### config.mk
export PLATFORM = sky130hd
export DESIGN_NAME = hvarb_top
export DESIGN_NICKNAME = d
export VERILOG_FILES = /design/src/rtl/hvarb_pkg.sv /design/src/rtl/hvarb_cand.sv /design/src/rtl/hvarb_level.sv /design/src/rtl/hvarb_pick.sv /design/src/rtl/hvarb_pulse.sv /design/src/rtl/hvarb_top.sv
export SDC_FILE = /design/constraint.sdc
export NUM_CORES = 1
export LEC_CHECK = 0
export ABC_AREA = 1
export BUFFER_PORTS_ARGS = -buffer_cell sky130_fd_sc_hd__buf_2
export CORE_MARGIN = 2
export CORE_UTILIZATION = 40
export CTS_BUF_LIST = sky130_fd_sc_hd__clkbuf_4
export DETAILED_ROUTE_END_ITERATION = 10
export GPL_ROUTABILITY_DRIVEN = 0
export GPL_TIMING_DRIVEN = 0
export PLACE_DENSITY = 0.68
export SLEW_MARGIN = 25
export SYNTH_ARGS = -nofsm -noshare
export SYNTH_HDL_FRONTEND = slang
export SYNTH_HIERARCHICAL = 1
export SYNTH_SLANG_ARGS = --single-unit
export TNS_END_PERCENT = 100
### constraint.sdc
create_clock -name clk -period 1.6 [get_ports clk]
set_clock_uncertainty 0.1 [all_clocks]
set_input_delay 0.32 -clock clk [delete_from_list [all_inputs] [get_ports clk]]
set_output_delay 0.32 -clock clk [all_outputs]
set_load 0.05 [all_outputs]
### src/rtl/hvarb_pkg.sv
package hvarb_pkg;
  localparam logic [1:0] PRV_U = 2'd0;
  localparam logic [1:0] PRV_S = 2'd1;
  localparam logic [1:0] PRV_M = 2'd3;

  typedef enum logic [1:0] {LVL_NONE, LVL_MACH, LVL_HS, LVL_VS} lvl_e;

  // Smaller rank means more urgent.
  function automatic int unsigned prio_rank(input int unsigned idx, input int unsigned nirq);
    case (idx)
      11: return 0;
      3:  return 1;
      7:  return 2;
      9:  return 3;
      1:  return 4;
      5:  return 5;
      12: return 6;
      10: return 7;
      2:  return 8;
      6:  return 9;
      default: return 10 + (nirq - 1 - idx);
    endcase
  endfunction
endpackage

### src/rtl/hvarb_cand.sv
module hvarb_cand
  import hvarb_pkg::*;
#(
  parameter int unsigned NIRQ = 16,
  parameter int unsigned IDW  = 6
) (
  input  logic [NIRQ-1:0] pend_i,
  input  logic [NIRQ-1:0] en_i,
  input  logic [NIRQ-1:0] mdeleg_i,
  input  logic [NIRQ-1:0] hdeleg_i,
  input  logic [NIRQ-1:0] spend_i,
  input  logic [NIRQ-1:0] sen_i,
  input  logic            aia_en_i,
  input  logic [IDW-1:0]  vtop_id_i,
  input  logic [1:0]      prv_i,
  input  logic            virt_i,
  input  logic            mie_i,
  input  logic            sie_i,
  output logic [NIRQ-1:0] m_set_o,
  output logic [NIRQ-1:0] hs_set_o,
  output logic [NIRQ-1:0] vs_set_o
);
  logic [NIRQ-1:0] sup_pos;
  logic [NIRQ-1:0] inj_raw;
  logic [NIRQ-1:0] inj;
  logic [NIRQ-1:0] s_act;
  logic            m_ok, hs_ok, vs_ok;

  // Positions that hold supervisor-level sources; injection never lands there.
  for (genvar g = 0; g < NIRQ; g++) begin : g_sup
    assign sup_pos[g] = (g == 1) || (g == 5) || (g == 9);
  end

  always_comb begin
    inj_raw = NIRQ'(1) << vtop_id_i;
    inj     = inj_raw & ~sup_pos & {NIRQ{aia_en_i && (vtop_id_i != '0)}};
    s_act   = spend_i & sen_i & {NIRQ{aia_en_i}};

    m_ok  = (prv_i != PRV_M) || mie_i;
    vs_ok = (prv_i == PRV_U) || ((prv_i == PRV_S) && sie_i);
    hs_ok = virt_i || vs_ok;

    m_set_o  = pend_i & en_i & ~mdeleg_i & {NIRQ{m_ok}};
    hs_set_o = ((pend_i & mdeleg_i & ~hdeleg_i) | (s_act & ~hdeleg_i)) & {NIRQ{hs_ok}};
    vs_set_o = ((pend_i & hdeleg_i) | inj) & {NIRQ{vs_ok && virt_i}};
  end
endmodule

### src/rtl/hvarb_level.sv
module hvarb_level
  import hvarb_pkg::*;
#(
  parameter int unsigned NIRQ = 16
) (
  input  logic [NIRQ-1:0] m_set_i,
  input  logic [NIRQ-1:0] hs_set_i,
  input  logic [NIRQ-1:0] vs_set_i,
  input  logic            debug_i,
  input  logic            rnmi_present_i,
  input  logic            rnmi_en_i,
  output logic [NIRQ-1:0] win_set_o
);
  lvl_e lvl;
  logic blocked;

  always_comb begin
    blocked = debug_i || (rnmi_present_i && !rnmi_en_i);
    if (blocked)           lvl = LVL_NONE;
    else if (|m_set_i)     lvl = LVL_MACH;
    else if (|hs_set_i)    lvl = LVL_HS;
    else if (|vs_set_i)    lvl = LVL_VS;
    else                   lvl = LVL_NONE;

    unique case (lvl)
      LVL_MACH: win_set_o = m_set_i;
      LVL_HS:   win_set_o = hs_set_i;
      LVL_VS:   win_set_o = vs_set_i;
      default:  win_set_o = '0;
    endcase
  end
endmodule

### src/rtl/hvarb_pick.sv
module hvarb_pick
  import hvarb_pkg::*;
#(
  parameter int unsigned NIRQ = 16,
  localparam int unsigned IXW = $clog2(NIRQ)
) (
  input  logic [NIRQ-1:0] set_i,
  output logic            valid_o,
  output logic [IXW-1:0]  idx_o
);
  int unsigned best;

  always_comb begin
    best    = 32'hFFFF_FFFF;
    idx_o   = '0;
    valid_o = |set_i;
    for (int i = 0; i < NIRQ; i++) begin
      if (set_i[i] && (prio_rank(unsigned'(i), NIRQ) < best)) begin
        best  = prio_rank(unsigned'(i), NIRQ);
        idx_o = IXW'(i);
      end
    end
  end
endmodule

### src/rtl/hvarb_pulse.sv
module hvarb_pulse #(
  parameter int unsigned XLEN = 64,
  parameter int unsigned IXW  = 4,
  parameter int unsigned INW  = 8
) (
  input  logic            clk,
  input  logic            rst_n,
  input  logic [INW-1:0]  snap_i,
  input  logic            valid_i,
  input  logic [IXW-1:0]  idx_i,
  output logic            take_o,
  output logic [XLEN-1:0] cause_o
);
  logic [INW-1:0]  prev_q;
  logic            armed_q, armed_d;
  logic            take_q, take_d;
  logic [XLEN-1:0] cause_q, cause_d;
  logic            eval;

  always_comb begin
    eval    = armed_q || (snap_i != prev_q);
    take_d  = eval && valid_i;
    armed_d = eval && !valid_i;
    cause_d = {1'b1, {(XLEN-1-IXW){1'b0}}, idx_i};
  end

  always_ff @(posedge clk or negedge rst_n) begin
    if (!rst_n) begin
      prev_q  <= '0;
      armed_q <= 1'b1;
      take_q  <= 1'b0;
      cause_q <= '0;
    end else begin
      prev_q  <= snap_i;
      armed_q <= armed_d;
      take_q  <= take_d;
      if (take_d) cause_q <= cause_d;
    end
  end

  assign take_o  = take_q;
  assign cause_o = cause_q;
endmodule

### src/rtl/hvarb_top.sv
module hvarb_top
  import hvarb_pkg::*;
#(
  parameter int unsigned NIRQ = 16,
  parameter int unsigned XLEN = 64,
  parameter int unsigned IDW  = 6
) (
  input  logic            clk,
  input  logic            rst_n,
  input  logic [NIRQ-1:0] pend_i,
  input  logic [NIRQ-1:0] en_i,
  input  logic [NIRQ-1:0] mdeleg_i,
  input  logic [NIRQ-1:0] hdeleg_i,
  input  logic [NIRQ-1:0] spend_i,
  input  logic [NIRQ-1:0] sen_i,
  input  logic            aia_en_i,
  input  logic [IDW-1:0]  vtop_id_i,
  input  logic [1:0]      prv_i,
  input  logic            virt_i,
  input  logic            mie_i,
  input  logic            sie_i,
  input  logic            rnmi_present_i,
  input  logic            rnmi_en_i,
  input  logic            debug_i,
  output logic            take_o,
  output logic [XLEN-1:0] cause_o
);
  localparam int unsigned IXW = $clog2(NIRQ);
  localparam int unsigned INW = 6*NIRQ + IDW + 9;

  logic [NIRQ-1:0] m_set, hs_set, vs_set, win_set;
  logic            valid;
  logic [IXW-1:0]  idx;
  logic [INW-1:0]  snap;

  assign snap = {pend_i, en_i, mdeleg_i, hdeleg_i, spend_i, sen_i, aia_en_i, vtop_id_i,
                 prv_i, virt_i, mie_i, sie_i, rnmi_present_i, rnmi_en_i, debug_i};

  hvarb_cand #(.NIRQ(NIRQ), .IDW(IDW)) u_cand (
    .pend_i(pend_i), .en_i(en_i), .mdeleg_i(mdeleg_i), .hdeleg_i(hdeleg_i),
    .spend_i(spend_i), .sen_i(sen_i), .aia_en_i(aia_en_i), .vtop_id_i(vtop_id_i),
    .prv_i(prv_i), .virt_i(virt_i), .mie_i(mie_i), .sie_i(sie_i),
    .m_set_o(m_set), .hs_set_o(hs_set), .vs_set_o(vs_set)
  );

  hvarb_level #(.NIRQ(NIRQ)) u_level (
    .m_set_i(m_set), .hs_set_i(hs_set), .vs_set_i(vs_set),
    .debug_i(debug_i), .rnmi_present_i(rnmi_present_i), .rnmi_en_i(rnmi_en_i),
    .win_set_o(win_set)
  );

  hvarb_pick #(.NIRQ(NIRQ)) u_pick (
    .set_i(win_set), .valid_o(valid), .idx_o(idx)
  );

  hvarb_pulse #(.XLEN(XLEN), .IXW(IXW), .INW(INW)) u_pulse (
    .clk(clk), .rst_n(rst_n), .snap_i(snap), .valid_i(valid), .idx_i(idx),
    .take_o(take_o), .cause_o(cause_o)
  );
endmodule

* After elaboration in Yosys (flattened, before gate mapping)
Index checks and enable logic that the tools add are counted. W data, S select, Z words.
Cells by class: mux-type cells 35, $lt $le $gt $ge 15, shift operators 1, reductions and logical operators 34, bitwise logic cells 16, equality and inequality tests 6
Operators by type and width (count):
- $mux W32 | 15
- $and A16 B16 Y16 | 12
- $lt A4 B32 Y1 const A | 5
- $lt A3 B32 Y1 const A | 4
- $ne A111 B111 Y1 | 1
- $lt A1 B32 Y1 const A | 2
- $lt A2 B32 Y1 const A | 2
- $lt A5 B32 Y1 const A | 2
- $reduce_or A16 Y1 | 4
- $pmux W16 S3 | 1
- $mux W4 | 8
- $not A16 Y16 | 2
- $or A16 B16 Y16 | 2
- $logic_and A1 B1 Y1 | 21
- $shl A1 B6 Y16 const A | 1
- $mux W2 | 6
- $mux W3 | 4
- $reduce_bool A6 Y1 | 1
- $logic_or A1 B1 Y1 | 5
- $eq A2 B1 Y1 const B | 2
- $eq A2 B2 Y1 const B | 2
- $logic_not A1 Y1 | 2
- $logic_not A2 Y1 | 1
- $ne A2 B2 Y1 const B | 1
- $mux W1 | 1
Storage, ports and cells: logic and storage cells 111, output and inout port bits 65, flip-flop bits (word level) 118

* Longest topological paths before layout
Gate-level depths: netlist (run 1).
depth after elaboration 58, mapped depth 28

* Hierarchy
Netlist (run 1), hierarchy kept.
Modules (own cells, without submodules):
- hvarb_pulse | area an instance 5572.8 sq um, seq. area each 2954.1 sq um, instances 1, cells an instance 686
- hvarb_cand | area an instance 902.1 sq um, seq. area each 0.0 sq um, instances 1, cells an instance 173
- hvarb_level | area an instance 814.5 sq um, seq. area each 0.0 sq um, instances 1, cells an instance 138
- hvarb_pick | area an instance 301.5 sq um, seq. area each 0.0 sq um, instances 1, cells an instance 57

* Worst setup path before layout (run 1)
Ideal clock, no wire load.
path type input to register, start point in prv_i[0], end point reg u_pulse.cause_q[0] (netlist: u_pulse/cause_o[0]), required time 1381 ps, slack -1319 ps, data arrival time 2700 ps, stages 27, cell sequence inv_1 -> nor2_1 -> nor2_2 -> nor2_4 -> buf_6 -> a211oi_2 -> nor2_1 -> nand2_1 -> inv_1 -> nand2_1 -> nor2_2 -> nand2_1 -> nand2_4 -> nand2_2 -> buf_6 -> nand3_2 -> nand3_2 -> inv_2 -> nand2_2 -> nor2_2 -> nand4_2 -> nor2_4 -> nand4_1 -> nand2_1 -> nand2_1 -> nand3_1 -> nand2_1
RTL lines:
- start, declared | RTL line hvarb_top.sv:18 | input logic [1:0] prv_i,
- $eq A2 B1 Y1 | RTL line hvarb_cand.sv:40 | vs_ok = (prv_i == PRV_U) || ((prv_i == PRV_S) && sie_i);
- $logic_and A1 B1 Y1 | RTL line hvarb_cand.sv:40
- $logic_or A1 B1 Y1 (*) | RTL line hvarb_cand.sv:40
- $logic_or A1 B1 Y1 (*) | RTL line hvarb_cand.sv:41 | hs_ok = virt_i || vs_ok;
- $and A16 B16 Y16 (*) | RTL line hvarb_cand.sv:44 | hs_set_o = ((pend_i & mdeleg_i & ~hdeleg_i) | (s_act & ~hdeleg_i)) & {NIRQ{hs_ok}};
- net hs_set[6] | RTL line hvarb_top.sv:31 | logic [NIRQ-1:0] m_set, hs_set, vs_set, win_set;
- $reduce_or A16 Y1 (*) | RTL line hvarb_level.sv:21 | else if (|hs_set_i) lvl = LVL_HS;
- $mux W2 (*) | RTL line hvarb_level.sv:21
- (+4 left out)
- net win_set[3] | RTL line hvarb_top.sv:31
- (+31 left out)
- $mux W32 | RTL line hvarb_pick.sv:18 | if (set_i[i] && (prio_rank(unsigned'(i), NIRQ) < best)) begin
- $lt A4 B32 Y1 | RTL line hvarb_pick.sv:18
- $logic_and A1 B1 Y1 | RTL line hvarb_pick.sv:18
- $mux W32 | RTL line hvarb_pick.sv:18
- $lt A4 B32 Y1 | RTL line hvarb_pick.sv:18
- $logic_and A1 B1 Y1 | RTL line hvarb_pick.sv:18
- $mux W4 (*) | RTL line hvarb_pick.sv:18
- net idx[0] | RTL line hvarb_top.sv:33 | logic [IXW-1:0] idx;
- end signal, assigned | RTL line hvarb_pulse.sv:37 | if (take_d) cause_q <= cause_d;
- end, declared | RTL line hvarb_pulse.sv:17 | logic [XLEN-1:0] cause_q, cause_d;
The timed path passes the listed nets; every way through them passes the cells marked *. A chain may end at the register's enable or synchronous reset.

* Final worst setup path (run 1)
start point in sie_i, end point reg u_pulse.cause_q[3] (netlist: u_pulse/cause_o[3])
RTL lines:
- start, declared | RTL line hvarb_top.sv:21 | input logic sie_i,
- $logic_and A1 B1 Y1 (*) | RTL line hvarb_cand.sv:40
- $logic_or A1 B1 Y1 (*) | RTL line hvarb_cand.sv:40
- $logic_or A1 B1 Y1 (*) | RTL line hvarb_cand.sv:41
- $and A16 B16 Y16 (*) | RTL line hvarb_cand.sv:44
- net hs_set[10] | RTL line hvarb_top.sv:31
- $reduce_or A16 Y1 (*) | RTL line hvarb_level.sv:21
- $mux W2 (*) | RTL line hvarb_level.sv:21
- $mux W2 (*) | RTL line hvarb_level.sv:20 | else if (|m_set_i) lvl = LVL_MACH;
- (+3 left out)
- net win_set[3] | RTL line hvarb_top.sv:31
- (+31 left out)
- $mux W32 | RTL line hvarb_pick.sv:18
- $lt A4 B32 Y1 | RTL line hvarb_pick.sv:18
- $logic_and A1 B1 Y1 | RTL line hvarb_pick.sv:18
- $mux W32 | RTL line hvarb_pick.sv:18
- $lt A4 B32 Y1 | RTL line hvarb_pick.sv:18
- $logic_and A1 B1 Y1 | RTL line hvarb_pick.sv:18
- $mux W4 (*) | RTL line hvarb_pick.sv:18
- net idx[3] | RTL line hvarb_top.sv:33
Marks and branches as above.

==> results.md, run 1 <==
- The first global-routing pass estimated 36200 microns of wire.
- The via count is 7568.
- In this run the critical register-to-register path is launched from u_pulse/prev_q[71].
- The termination of the worst setup path is u_pulse/cause_o[3].
- Across the run, the number of max-cap violations was 0.
- The total power per unit cell area is 696 nW/um^2.
- The number of cells on the worst reg-to-reg path is 13.
- At the worst endpoint, the required time is 1.92 ns.
- Headroom to the max-slew limit came out at 52.8%.
- The insertion delay to the later sink of the worst-skew pair is 0.53 ns.
- The via count of the first global-routing pass came to 7210.
- Counting the fill cells in the layout gives 1729.
- The H-tree was split into 4 levels.
- The quantity of I/O buffers inserted on ports is 118.
- The violation count after the first detailed-routing iteration is 554.
- For this block, wires on met1 add up to 10000 microns.
- The number of standard cells after synthesis is 1054.
- The Yosys step of the flow raised 6 warnings.
- The minimum clock period is 2.91 ns.
- The number of setup violations in the final report is 7.
- The signed area change from the synthesized netlist to the final layout is 42.8%.
- Setup repair after global routing could not meet its margin everywhere.
- The count of nets left with antenna violations after detail routing is 0.
- The fraction of power consumed by combinational cells is 34.0%.
- Per report_power, the sequential group accounts for 43.5% of the total.
- The critical path is of the input pin to register type.
- The number of buffers between clock root and the deepest sink is 2.
- The net switching share of the total power is 36.3%.
- The checks that failed: setup timing.
- The number of placement rows is 50.
- The worst setup path is launched from an input pin.
- Along the worst path, the maximum fanout reaches 6.
- TritonCTS built the clock tree.
- At the end of the flow, the number of nets in the layout was 1508.
- The initial utilization of the core area, before any placement, comes to 40.7%.
- The wire length on met3 is 1570 microns.
- The worst path arrival time is 3.24 ns.
- The setup slack of the worst register-to-register path is -0.24 ns.
- Based on the critical path, the design can be clocked at up to 0.343 GHz.
- The flow ran to the end, but the final reports show violations.
- Dividing the detail-routed via count by the number of cells gives 4.61.
- The most critical setup path has its startpoint at sie_i.
- In this run the vertical extent of the chip is 142 microns.
- The average detailed-routed wire length per instance is 14.1 microns.
- The number of antenna violations at the first check in global routing is 2.
- The sequential cell area is 2950 sq um.
- The analysis attributes to cell leakage a power of 5.76 nW.
- The worst supply voltage drop on vdd is 0.608 mV.
- The total overflow left after global routing is 0.
- Of the cells placed in the final design, the portion with a size suffix greater than 1 is 26.3%.
- The slew at the pin with the worst max-slew slack is 0.708 ns.
- The min-delay analysis places its worst path in the category input pin to asynchronous set/reset pin.
- The analysis attributes to net switching a power of 2.74 mW.
- The number of cells in the design after placement is 1465.
- The number of clock sinks is 118.
- After clock tree synthesis, the clock-pin slew on the worst setup and hold paths is 0.10 ns.
- The endpoint type of the worst setup path is a register.
- The count of pins over their slew limit is 0.
- The share of the core filled with cells in the final layout is 58.2%.
- Signal routing reaches up to met5.
- The cell at the root of the clock tree is sky130_fd_sc_hd__clkbuf_4.
- The share of power burned in the clock network is 22.5%.
- Averaged over all synthesized cells, the footprint is 7.20 sq um.
- The endpoint of the lowest-slack register-to-register path is u_pulse/cause_o[1].
- During I/O placement, the number of pins put on the boundary was 178.
- The number of DRC violations after detailed routing is 0.
- The maximum number of pins on one net before global-route repair is 61.
- The minimum setup slack in the final design is -1.31 ns.
- The period utilization is 182%.
- The floorplan step defined a core boundary enclosing 18600 sq um.
- Synthesis instantiated 39 different standard cells from the library.
- The width of the chip is 142 microns.
- The worst slack on hold paths is 0.200 ns.
- Summed over all failing endpoints, the final setup total negative slack is -8.80 ns.
- Cell internal power was estimated by the tool at 4.80 mW.
- The final layout contains routed wiring with a total length of 23200 microns.
- The full die area is 20100 sq um.
- The pre-antenna-repair detailed-routing pass consisted of 5 iterations.
- The synthesized design contains 118 register bits.
- The total global routing track utilization is 23.4%.
- After synthesis, flip-flops and latches occupy 38.9% of the total area.
- The post-synthesis async set-or-reset flop share is 100%.
- In the final layout, the multi-input gates occupy 3950 sq um.
- The sum of met2 wire segment lengths after detailed routing is 11000 microns.
- The finished layout holds 1640 standard cells, fillers aside.
- The count of final hold-check violations came to 0.
- The synthesized design contains 0 enable-type register cells.
- The number of buffers created by CTS is 17.
- The mapped cell area is 7590 sq um.
- In the synthesized netlist the dominant register cell turns out to be sky130_fd_sc_hd__dfrtp_1.
- The half-perimeter wire length after detailed placement is 16700 microns.
-- registers in the layout, indices dropped and copies added, names as in the netlist --
register	cells
u_pulse/armed_q	1
u_pulse/take_o	1
u_pulse/prev_q	111
u_pulse/cause_o	5
-- repair_timing --
| action | in CTS | in global routing |
|---|---|---|
| endpoints found under the hold margin | 179 | 0 |
| buffers inserted | 20 | 13 |
| resized for setup | 46 | 83 |
| pin swaps | 26 | 52 |
| hold buffers | 112 | 0 |
| cloned | 2 | 0 |
| setup endpoints to repair | 12 | 11 |
-- cells in the mapped netlist (all sizes together), types with 3 or more instances --
cell    count  area, sq um
nor3       19         95.1
dfrtp     117         2930
nor4        3         18.8
nor2      123          536
o21ai      10         61.3
nand4      39          250
a21oi       6         33.8
a22oi       5         37.5
inv       197          739
xor2        4         35.0
nand2     331         1280
buf        68          538
xnor2      35          307
a211oi     16          170
nand3      70          460
-- area by class of cell --
class                           instances  area share, %
Clock buffer                           20           1.38
Multi-Input combinational cell        727           36.4
Buffer                                 69           5.20
Clock inverter                          9          0.369
Inverter                              197           6.95
Antenna cell                            1         0.0231
Tap cell                              234           2.70
Timing Repair Buffer                  265           19.7
Sequential cell                       118           27.2
-- worst min-delay path by stage --
stage                                     end  slack [ns]           startpoint
after floorplan            u_pulse/cause_o[0]       -0.08                rst_n
after global placement    u_pulse/cause_o[63]        0.34  u_pulse/cause_o[63]
after detailed placement       u_pulse/take_o        0.18                rst_n
after CTS                      u_pulse/take_o        0.18                rst_n
after global routing      u_pulse/prev_q[110]        0.21                rst_n
final                     u_pulse/prev_q[110]        0.20                rst_n
-- stage by stage --
stage | setup WS (ns) | instance area [sq um] | power [mW]
final | -1.31 | 10800 | 7.54
after global routing | -1.46 | 10800 | 7.97
after CTS | -1.19 | 10500 | 7.41
after detailed placement | -2.10 | 8780 | 5.34
after global placement | -2.04 | 8740 | 5.29
after floorplan | -1.29 | 7860 | 4.71
-- layout by cell type (no fill, tap or decap), drive strengths merged --
cell type | netlist | routed
a211oi | 16 | 16
clkbuf | 2 | 23
nand2 | 331 | 331
o21bai | 1 | 1
dfstp | 1 | 1
xnor2 | 35 | 35
o21ai | 10 | 10
clkinvlp | 0 | 1
buf | 68 | 219
diode | 0 | 1
inv | 197 | 196
nand3b | 1 | 1
or2 | 1 | 1
a22oi | 5 | 5
nor4 | 3 | 3
a31oi | 1 | 1
o2111ai | 1 | 1
xor2 | 4 | 4
nand3 | 70 | 70
nor3 | 19 | 19
o22ai | 2 | 2
nor2 | 123 | 123
dfrtp | 117 | 117
nand4 | 39 | 39
conb | 1 | 59
clkinv | 0 | 9
dlygate4sd3 | 0 | 112
a21oi | 6 | 6
-- cells by family (layout without fill, tap and decap cells) --
| group | after synthesis | in the layout | share of synthesized area (%) |
|---|---|---|---|
| and+or+nand+nor | 587 | 587 | 34.9 |
| buffers and inverters | 267 | 560 | 17.0 |
| DFF | 118 | 118 | 38.9 |
| AOI/OAI and AO/OA | 42 | 42 | 4.58 |
| xor gates and xnor gates | 39 | 39 | 4.50 |
| other | 1 | 60 | 0.0494 |
-- power groups by stage --
stage	logic, mW	registers [mW]	clock network (mW)
2_1_floorplan	1.24	3.47	0
4_1_cts	2.38	3.27	1.75
3_5_place_dp	2.01	3.33	0
6_report	2.57	3.28	1.69
3_3_place_gp	1.97	3.32	0
5_1_grt	2.79	3.30	1.88
-- per-layer routing --
metal	global-route usage, %	up-vias
li1	-	3803
met1	30.2	3468
met2	38.6	250
met3	5.74	45
met4	8.00	2
met5	0	-
-- worst max-delay path: stages --
cell                       delay, ns
sky130_fd_sc_hd__buf_8          0.11
sky130_fd_sc_hd__nor2_4         0.11
sky130_fd_sc_hd__nor2_4         0.05
sky130_fd_sc_hd__nor2_4         0.15
sky130_fd_sc_hd__buf_8          0.16
sky130_fd_sc_hd__a211oi_4       0.05
sky130_fd_sc_hd__nor2_1         0.14
sky130_fd_sc_hd__nand2_1        0.09
sky130_fd_sc_hd__inv_1          0.08
sky130_fd_sc_hd__nand2_2        0.08
sky130_fd_sc_hd__nor2_4         0.15
sky130_fd_sc_hd__nand2_2        0.09
sky130_fd_sc_hd__nand2_4        0.13
sky130_fd_sc_hd__nand2_8        0.08
sky130_fd_sc_hd__buf_12         0.17
sky130_fd_sc_hd__nand3_4        0.08
sky130_fd_sc_hd__nand3_4        0.13
sky130_fd_sc_hd__nor2_4         0.16
sky130_fd_sc_hd__buf_4          0.14
sky130_fd_sc_hd__nand3_4        0.08
sky130_fd_sc_hd__o21bai_4       0.16
sky130_fd_sc_hd__nor2_4         0.08
sky130_fd_sc_hd__a31oi_4        0.17
sky130_fd_sc_hd__nand3_1        0.11
sky130_fd_sc_hd__nand3_2        0.10
sky130_fd_sc_hd__nand2_1        0.05
Note: power is estimated with default switching activity, not from simulation.
==> run 2: changes to the inputs <==
--- a/config.mk
+++ b/config.mk
@@ -6,14 +6,15 @@
 export NUM_CORES = 1
 export LEC_CHECK = 0
 export ABC_AREA = 1
-export BUFFER_PORTS_ARGS = -buffer_cell sky130_fd_sc_hd__buf_2
+export CAP_MARGIN = 20
 export CORE_MARGIN = 2
 export CORE_UTILIZATION = 40
 export CTS_BUF_LIST = sky130_fd_sc_hd__clkbuf_4
 export DETAILED_ROUTE_END_ITERATION = 10
+export DONT_BUFFER_PORTS = 1
 export GPL_ROUTABILITY_DRIVEN = 0
 export GPL_TIMING_DRIVEN = 0
-export PLACE_DENSITY = 0.68
+export PLACE_DENSITY = 0.6
 export SLEW_MARGIN = 25
 export SYNTH_ARGS = -nofsm -noshare
 export SYNTH_HDL_FRONTEND = slang
==> run 2 against run 1 <==
Effect of this change:
- the flow finishes with violations (hold timing, setup timing)
- wire length up 0.15%
- clock-buffer cell count down 2
- setup slack better by 0.15 ns
- sequential cell count unchanged
- clock power up 20%
- largest cell class unchanged
==> results.md, run 2 (synthesis gave the netlist of run 1 again) <==
- The sequential fraction of design power is 46.5% (was 43.5%).
- The total power per unit cell area is 731 nW/um^2 (was 696 nW/um^2).
- The sequential cell area is 2960 sq um (was 2950 sq um).
- The violation count after the first detailed-routing iteration is 457 (was 554).
- The slew at the pin with the worst max-slew slack is 0.825 ns (was 0.708 ns).
- The worst path arrival time was 3.14 ns (was 3.24 ns).
- The core footprint is 18600 sq um (unchanged).
- The count of hold buffers inserted by post-cts repair came to 111 (was 112).
- The register ranked first by flip-flop count is u_pulse/prev_q (unchanged).
- The count of placed standard cells in the final layout, fillers left out came to 1519 (was 1640).
- The via count of the first global-routing pass came to 6784 (was 7210).
- The critical path startpoint category is an input pin (unchanged).
- The average detailed-routed wire length per instance was 15.3 microns (was 14.1 microns).
- The endpoint type of the worst setup path is a register (unchanged).
- The headroom to the max-slew limit is 45.0% (was 52.8%).
- The total net switching power is 2.49 mW (was 2.74 mW).
- The net switching share of the total power is 33.6% (was 36.3%).
- The routed wire length is 23200 microns (about the same).
- Top library cells by usage in the layout, fill and taps aside: sky130_fd_sc_hd__nand2_1 (317), sky130_fd_sc_hd__inv_1 (185), sky130_fd_sc_hd__dlygate4sd3_1 (111), sky130_fd_sc_hd__dfrtp_1 (111), sky130_fd_sc_hd__nor2_1 (100) (was sky130_fd_sc_hd__nand2_1 (313), sky130_fd_sc_hd__inv_1 (184), sky130_fd_sc_hd__dfrtp_1 (117), sky130_fd_sc_hd__dlygate4sd3_1 (112), sky130_fd_sc_hd__buf_2 (104)).
- The fraction of power consumed by combinational cells is 26.0% (was 34.0%).
- The total placed instance area is 8150 sq um (was 8780 sq um).
- The signed area change from the synthesized netlist to the final layout is 33.4% (was 42.8%).
- The maximum level of the CTS H-tree came to 4 (unchanged).
- The number of setup violations in the final report is 7 (unchanged).
- The count of pins over their slew limit is 0 (unchanged).
- The total of max-cap violations came to 0 (unchanged).
- The ratio of routed vias to standard cells is 4.56 (was 4.61).
- The total global routing track utilization is 23.5% (was 23.4%).
- The number of DRC violations after detailed routing was 0 (unchanged).
- The via count was 6920 (was 7568).
- RSZ-0062 raised after global routing: true (unchanged).
- The worst supply voltage drop on vdd was 1.04 mV (was 0.608 mV).
- The worst slack on hold paths came to -0.644 ns (was 0.200 ns).
- The detailed-routing iteration count for the pre-antenna-repair pass is 5 (unchanged).
- Failing checks: hold timing, setup timing (was setup timing).
- The number of clock sinks is 118 (unchanged).
- The most common cell after layout, fill and taps aside is sky130_fd_sc_hd__nand2_1 (unchanged).
- The count of nets left with antenna violations after detail routing is 0 (unchanged).
- The combined area of the multi-input logic cells came to 3860 sq um (was 3950 sq um).
- The insertion delay to the later sink of the worst-skew pair is 0.54 ns (was 0.53 ns).
- The highest attainable clock frequency is 0.362 GHz (was 0.343 GHz).
- The post-route cell area is 10100 sq um (was 10800 sq um).
- The width of the chip was 142 microns (unchanged).
- Result of the run: complete, but fails checks (unchanged).
- The full die area is 20100 sq um (unchanged).
- The number of buffers between clock root and the deepest sink is 2 (unchanged).
- The floorplan die height came to 142 microns (unchanged).
- The path class of the lowest-slack min-delay path is input pin to asynchronous set/reset pin (unchanged).
- The data required time of the worst path is 1.97 ns (was 1.92 ns).
- The number of buffers created by CTS came to 17 (unchanged).
- The minimum clock period is 2.76 ns (was 2.91 ns).
- The initial core utilization was 40.7% (unchanged).
- The reported leakage power is 5.25 nW (was 5.76 nW).
- The class of the most critical setup path is input pin to register (unchanged).
- The I/O pin count is 178 (unchanged).
- The maximum number of pins on one net before global-route repair is 119 (was 61).
- The quantity of I/O buffers inserted on ports is 0 (was 118).
- The number of nets at the end of the flow is 1386 (was 1508).
- The share of power burned in the clock network came to 27.5% (was 22.5%).
- The count of final hold-check violations is 118 (was 0).
- The internal power of the cells is 4.91 mW (was 4.80 mW).
- The global-route wire length before repair is 35800 microns (was 36200 microns).
- The biggest fanout along the worst timing path is 10 (was 6).
- The number of cells in the design after placement was 1346 (was 1465).
- The number of antenna violations at the first check in global routing is 1 (was 2).
- The number of placement rows is 50 (unchanged).
- The overflow left after global routing is 0 (unchanged).
- The period utilization is 173% (was 182%).
- The proportion of layout cells with a drive suffix above 1 is 18.7% (was 26.3%).
- The minimum setup slack in the final design is -1.16 ns (was -1.31 ns).
- The clock transition at the registers of the reported paths is 0.11 ns (was 0.10 ns).
- The number of flip-flops in the largest register is 111 (unchanged).
- The half-perimeter wire length after detailed placement is 16300 microns (was 16700 microns).
- The cell at the root of the clock tree is sky130_fd_sc_hd__clkbuf_4 (unchanged).
- The count of filler cells inserted in the layout is 1784 (was 1729).
- The CTS tree is built (unchanged).
run 2: changes by cell type in the layout (fill, tap and decap cells not counted), sizes merged:
cell,delta
bufinv,+2
clkbuf,-2
inv,-1
clkinv,-2
dlygate4sd3,-1
clkinvlp,+4
buf,-121
run 2: what timing repair did:
item                       4_1_cts  5_1_grt
pin swaps                        8       27
setup endpoints to repair       13       10
setup buffers                   11       18
gates cloned                     1        3
hold endpoints to repair       229      118
gates resized for setup         20       57
run 2: per-stage QoR:
step	power [mW]	util, %	setup WS (ns)	setup TNS [ns]
2_1_floorplan	4.71	-	-1.29	-8.66
3_3_place_gp	4.90	43.7	-1.90	-12.99
3_5_place_dp	4.92	43.7	-1.94	-13.15
4_1_cts	7.26	52.2	-1.07	-7.09
5_1_grt	7.76	54.3	-1.30	-8.71
6_report	7.40	54.3	-1.16	-7.86
run 2: worst paths after layout:
| path | start | end | slack [ns] | depth (start not counted) |
|---|---|---|---|---|
| setup / recovery | prv_i[0] | u_pulse/cause_o[2] | -1.16 | 24 |
| hold / removal | rst_n | u_pulse/prev_q[7] | -0.64 | 0 |
| setup reg to reg | u_pulse/prev_q[20] | u_pulse/cause_o[2] | -0.32 | 11 |
| hold reg to reg | u_pulse/cause_o[63] | u_pulse/cause_o[63] | 0.59 | 2 |
| max in group asynchronous | rst_n | u_pulse/armed_q | 1.82 | 0 |
| min in group clk | en_i[9] | u_pulse/armed_q | 0.16 | 6 |
run 2: area by class of cell:
class                   count  area share, %
diodes                      1         0.0247
plain buffers              69           5.57
clock buffers              18           1.33
clock inverters            12           1.12
inverters                 197           7.48
multi-input cells         727           38.1
flip-flops and latches    118           29.3
well taps                 234           2.89
repair buffers            143           14.2
run 2: power groups by stage:
| stage | combinational, mW | clock (mW) | sequential [mW] |
|---|---|---|---|
| 2_1_floorplan | 1.24 | 0 | 3.47 |
| 3_5_place_dp | 1.43 | 0 | 3.49 |
| 6_report | 1.92 | 2.03 | 3.44 |
| 4_1_cts | 1.74 | 2.09 | 3.44 |
| 3_3_place_gp | 1.42 | 0 | 3.49 |
| 5_1_grt | 2.09 | 2.20 | 3.47 |
run 2: worst max-delay path: stages:
cell and delay, ns:
sky130_fd_sc_hd__inv_6 0.01, sky130_fd_sc_hd__nor2_4 0.10, sky130_fd_sc_hd__nor2_4 0.05, sky130_fd_sc_hd__nor2_4 0.17, sky130_fd_sc_hd__buf_6 0.14, sky130_fd_sc_hd__buf_16 0.11, sky130_fd_sc_hd__a211oi_2 0.05, sky130_fd_sc_hd__nor2_1 0.11
sky130_fd_sc_hd__nand3_1 0.08, sky130_fd_sc_hd__nor2_2 0.14, sky130_fd_sc_hd__nand2_2 0.08, sky130_fd_sc_hd__o21ai_4 0.28, sky130_fd_sc_hd__buf_8 0.18, sky130_fd_sc_hd__nand4_1 0.13, sky130_fd_sc_hd__nand3_4 0.15, sky130_fd_sc_hd__inv_1 0.07
sky130_fd_sc_hd__nand2_1 0.08, sky130_fd_sc_hd__nor2_2 0.04, sky130_fd_sc_hd__o21bai_4 0.17, sky130_fd_sc_hd__nor2_4 0.21, sky130_fd_sc_hd__o2111ai_4 0.18, sky130_fd_sc_hd__nand3_2 0.11, sky130_fd_sc_hd__nand3_2 0.08, sky130_fd_sc_hd__nand2_1 0.07
run 2: layer usage:
layer | vias to the layer above | routed length [microns] | track usage, %
li1 | 3556 | - | -
met1 | 3129 | 10600 | 31.5
met2 | 216 | 10800 | 38.2
met3 | 19 | 1520 | 6.07
met4 | 0 | 300 | 6.16
met5 | - | 0 | 0
==> run 3: changes to the inputs <==
--- a/config.mk
+++ b/config.mk
@@ -7,9 +7,11 @@
 export LEC_CHECK = 0
 export ABC_AREA = 1
 export CAP_MARGIN = 20
+export CORE_ASPECT_RATIO = 1.25
 export CORE_MARGIN = 2
 export CORE_UTILIZATION = 40
 export CTS_BUF_LIST = sky130_fd_sc_hd__clkbuf_4
+export CTS_CLUSTER_SIZE = 24
 export DETAILED_ROUTE_END_ITERATION = 10
 export DONT_BUFFER_PORTS = 1
 export GPL_ROUTABILITY_DRIVEN = 0
==> run 3 against run 2 <==
Effect of this change:
- via count up 1.6%
- wire length down 1.1%
- worst hold slack worse by 0.0033 ns
- critical path type unchanged
- the flow still finishes with violations (hold timing, setup timing)
- global-route usage down 0.18 points
==> results.md, run 3 (synthesis gave the netlist of run 1 again) <==
- The CTS tree was built (unchanged).
- The initial core utilization is 40.6% (was 40.7%).
- The period utilization came to 167% (was 173%).
- The count of hold buffers inserted by post-cts repair was 111 (unchanged).
- The violation count after the first detailed-routing iteration is 432 (was 457).
- The total of max-cap violations is 0 (unchanged).
- The count of filler cells inserted in the layout is 1824 (was 1784).
- The most common cell after layout, fill and taps aside is sky130_fd_sc_hd__nand2_1 (unchanged).
- The slowest cell on the critical path is sky130_fd_sc_hd__o21ai_4 (unchanged).
- The buffer and inverter count on the worst path is 2 (was 5).
- The largest stage delay on the critical path is 0.31 ns (was 0.28 ns).
- The endpoint type of the worst setup path is a register (unchanged).
- The total global routing track utilization is 23.4% (was 23.5%).
- The combined area of the multi-input logic cells is 3770 sq um (was 3860 sq um).
- The average detailed-routed wire length per instance is 15.2 microns (was 15.3 microns).
- The count of pins over their slew limit was 0 (unchanged).
- The clock transition at the registers of the reported paths came to 0.14 ns (was 0.11 ns).
- The reported leakage power is 5.24 nW (was 5.25 nW).
- The count of final hold-check violations was 118 (unchanged).
- Ordered cell list for the critical path: nor2_4 -> nor2_4 -> nor2_4 -> buf_6 -> a211oi_2 -> nor2_1 -> nand3_1 -> nor2_1 -> nand2_1 -> o21ai_4 -> nor2_8 -> buf_8 -> nand3_4 -> nand3_4 -> nor3_1 -> nand4_1 -> nor2_2 -> a31oi_2 -> nand3_1 -> nand3_1 -> nand2_1 (was inv_6 -> nor2_4 -> nor2_4 -> nor2_4 -> buf_6 -> buf_16 -> a211oi_2 -> nor2_1 -> nand3_1 -> nor2_2 -> nand2_2 -> o21ai_4 -> buf_8 -> nand4_1 -> nand3_4 -> inv_1 -> nand2_1 -> nor2_2 -> o21bai_4 -> nor2_4 -> o2111ai_4 -> nand3_2 -> nand3_2 -> nand2_1).
- The logic depth of the worst setup path including buffers came to 21 (was 24).
- The worst slack on hold paths is -0.648 ns (was -0.644 ns).
- The family with the most delay on the worst path is simple AND/OR/NAND/NOR gates (unchanged).
- The width of the chip came to 127 microns (was 142 microns).
- The number of buffers created by CTS is 17 (unchanged).
- RSZ-0062 raised after global routing: true (unchanged).
- The half-perimeter wire length after detailed placement is 16500 microns (was 16300 microns).
- The number of flip-flops in the largest register is 111 (unchanged).
- The total design power is 7.94 mW (was 7.40 mW).
- The floorplan die height came to 158 microns (was 142 microns).
- The worst supply voltage drop on vdd came to 0.665 mV (was 1.04 mV).
- The overflow left after global routing is 0 (unchanged).
- The cell at the root of the clock tree is sky130_fd_sc_hd__clkbuf_4 (unchanged).
- The number of antenna violations at the first check in global routing was 1 (unchanged).
- The core footprint is 18700 sq um (was 18600 sq um).
- The maximum number of pins on one net before global-route repair is 119 (unchanged).
- The register ranked first by flip-flop count is u_pulse/prev_q (unchanged).
- The class of the most critical setup path is input pin to register (unchanged).
- The sequential cell area is 2960 sq um (about the same).
- The slew at the pin with the worst max-slew slack is 0.667 ns (was 0.825 ns).
- The final-layout setup total negative slack is -7.00 ns (was -7.86 ns).
- The biggest fanout along the worst timing path is 6 (was 10).
- The number of placement rows is 56 (was 50).
- The proportion of layout cells with a drive suffix above 1 came to 18.3% (was 18.7%).
- Result of the run: complete, but fails checks (unchanged).
- The via count is 7032 (was 6920).
- The highest attainable clock frequency is 0.375 GHz (was 0.362 GHz).
- Top library cells by usage in the layout, fill and taps aside: sky130_fd_sc_hd__nand2_1 (320), sky130_fd_sc_hd__inv_1 (186), sky130_fd_sc_hd__dfrtp_1 (112), sky130_fd_sc_hd__dlygate4sd3_1 (111), sky130_fd_sc_hd__nor2_1 (97) (was sky130_fd_sc_hd__nand2_1 (317), sky130_fd_sc_hd__inv_1 (185), sky130_fd_sc_hd__dlygate4sd3_1 (111), sky130_fd_sc_hd__dfrtp_1 (111), sky130_fd_sc_hd__nor2_1 (100)).
- The insertion delay to the later sink of the worst-skew pair is 0.56 ns (was 0.54 ns).
- The maximum level of the CTS H-tree is 4 (unchanged).
- The number of DRC violations after detailed routing is 0 (unchanged).
- The detailed-routing iteration count for the pre-antenna-repair pass is 6 (was 5).
- The quantity of I/O buffers inserted on ports is 0 (unchanged).
- The signed area change from the synthesized netlist to the final layout is 32.2% (was 33.4%).
- The minimum setup slack in the final design came to -1.07 ns (was -1.16 ns).
- The ratio of routed vias to standard cells came to 4.64 (was 4.56).
- The number of clock sinks is 118 (unchanged).
- The number of cells on the worst reg-to-reg path is 11 (unchanged).
- The number of setup violations in the final report came to 8 (was 7).
- The count of nets left with antenna violations after detail routing came to 0 (unchanged).
- The path class of the lowest-slack min-delay path was input pin to asynchronous set/reset pin (unchanged).
- The critical path startpoint category is an input pin (unchanged).
- The number of buffers between clock root and the deepest sink was 2 (unchanged).
- The data required time of the worst path is 1.99 ns (was 1.97 ns).
- The I/O pin count is 178 (unchanged).
- The headroom to the max-slew limit came to 55.5% (was 45.0%).
- The total power per unit cell area is 791 nW/um^2 (was 731 nW/um^2).
- The via count of the first global-routing pass is 6952 (was 6784).
- The number of nets at the end of the flow is 1381 (was 1386).
- The minimum clock period is 2.67 ns (was 2.76 ns).
- The global-route wire length before repair is 35600 microns (was 35800 microns).
- Failing checks: hold timing, setup timing (unchanged).
- The routed wire length is 23000 microns (was 23200 microns).
- The full die area is 20100 sq um (about the same).
- The worst path arrival time was 3.05 ns (was 3.14 ns).
-- run 3: power breakdown --
group	switching [mW]	internal, mW	total [mW]
registers	0.259	3.18	3.44
logic	1.04	0.776	1.82
clock network	1.25	1.43	2.69
total	2.55	5.39	7.94
-- run 3: layout make-up --
| cell class | count | area share [%] |
|---|---|---|
| well taps | 232 | 2.89 |
| diodes | 1 | 0.0249 |
| multi-input cells | 727 | 37.6 |
| plain buffers | 69 | 5.50 |
| clock buffers | 18 | 1.35 |
| flip-flops and latches | 118 | 29.5 |
| inverters | 197 | 7.53 |
| repair buffers | 138 | 13.4 |
| clock inverters | 14 | 2.23 |
-- run 3: per-stage QoR --
stage	area [sq um]	setup WS [ns]	hold WS (ns)	cells	utilization, %
3_5_place_dp	8150	-1.90	-0.0720	1344	43.5
4_1_cts	9930	-0.981	-0.714	1507	53.1
3_3_place_gp	8150	-1.86	-0.0717	1344	43.5
6_report	10000	-1.07	-0.648	1514	53.7
5_1_grt	10000	-1.16	-0.719	1514	53.7
2_1_floorplan	7860	-1.29	-0.0756	1112	-
-- run 3: final timing paths --
path,from,endpoint,slack (ns)
setup / recovery,sie_i,u_pulse/cause_o[3],-1.07
hold / removal,rst_n,u_pulse/prev_q[37],-0.65
setup reg to reg,u_pulse/prev_q[52],u_pulse/cause_o[3],-0.27
hold reg to reg,u_pulse/cause_o[63],u_pulse/cause_o[63],0.59
max in group asynchronous,rst_n,u_pulse/armed_q,1.68
min in group clk,en_i[9],u_pulse/armed_q,0.17
-- run 3: per-layer routing --
metal / vias to the layer above / wire [microns] / global-route usage [%]
met5: - / 0 / 0
met1: 3219 / 9640 / 28.1
met4: 0 / 566 / 9.16
met3: 34 / 1250 / 4.70
met2: 227 / 11500 / 41.1
li1: 3552 / - / -
-- run 3: timing repair --
action                                  CTS  global route
pin swaps                                11            22
cloned                                    1             0
buffers inserted                         19             9
endpoints found under the setup margin   13            10
resized for setup                        28            27
hold endpoints to repair                229           118
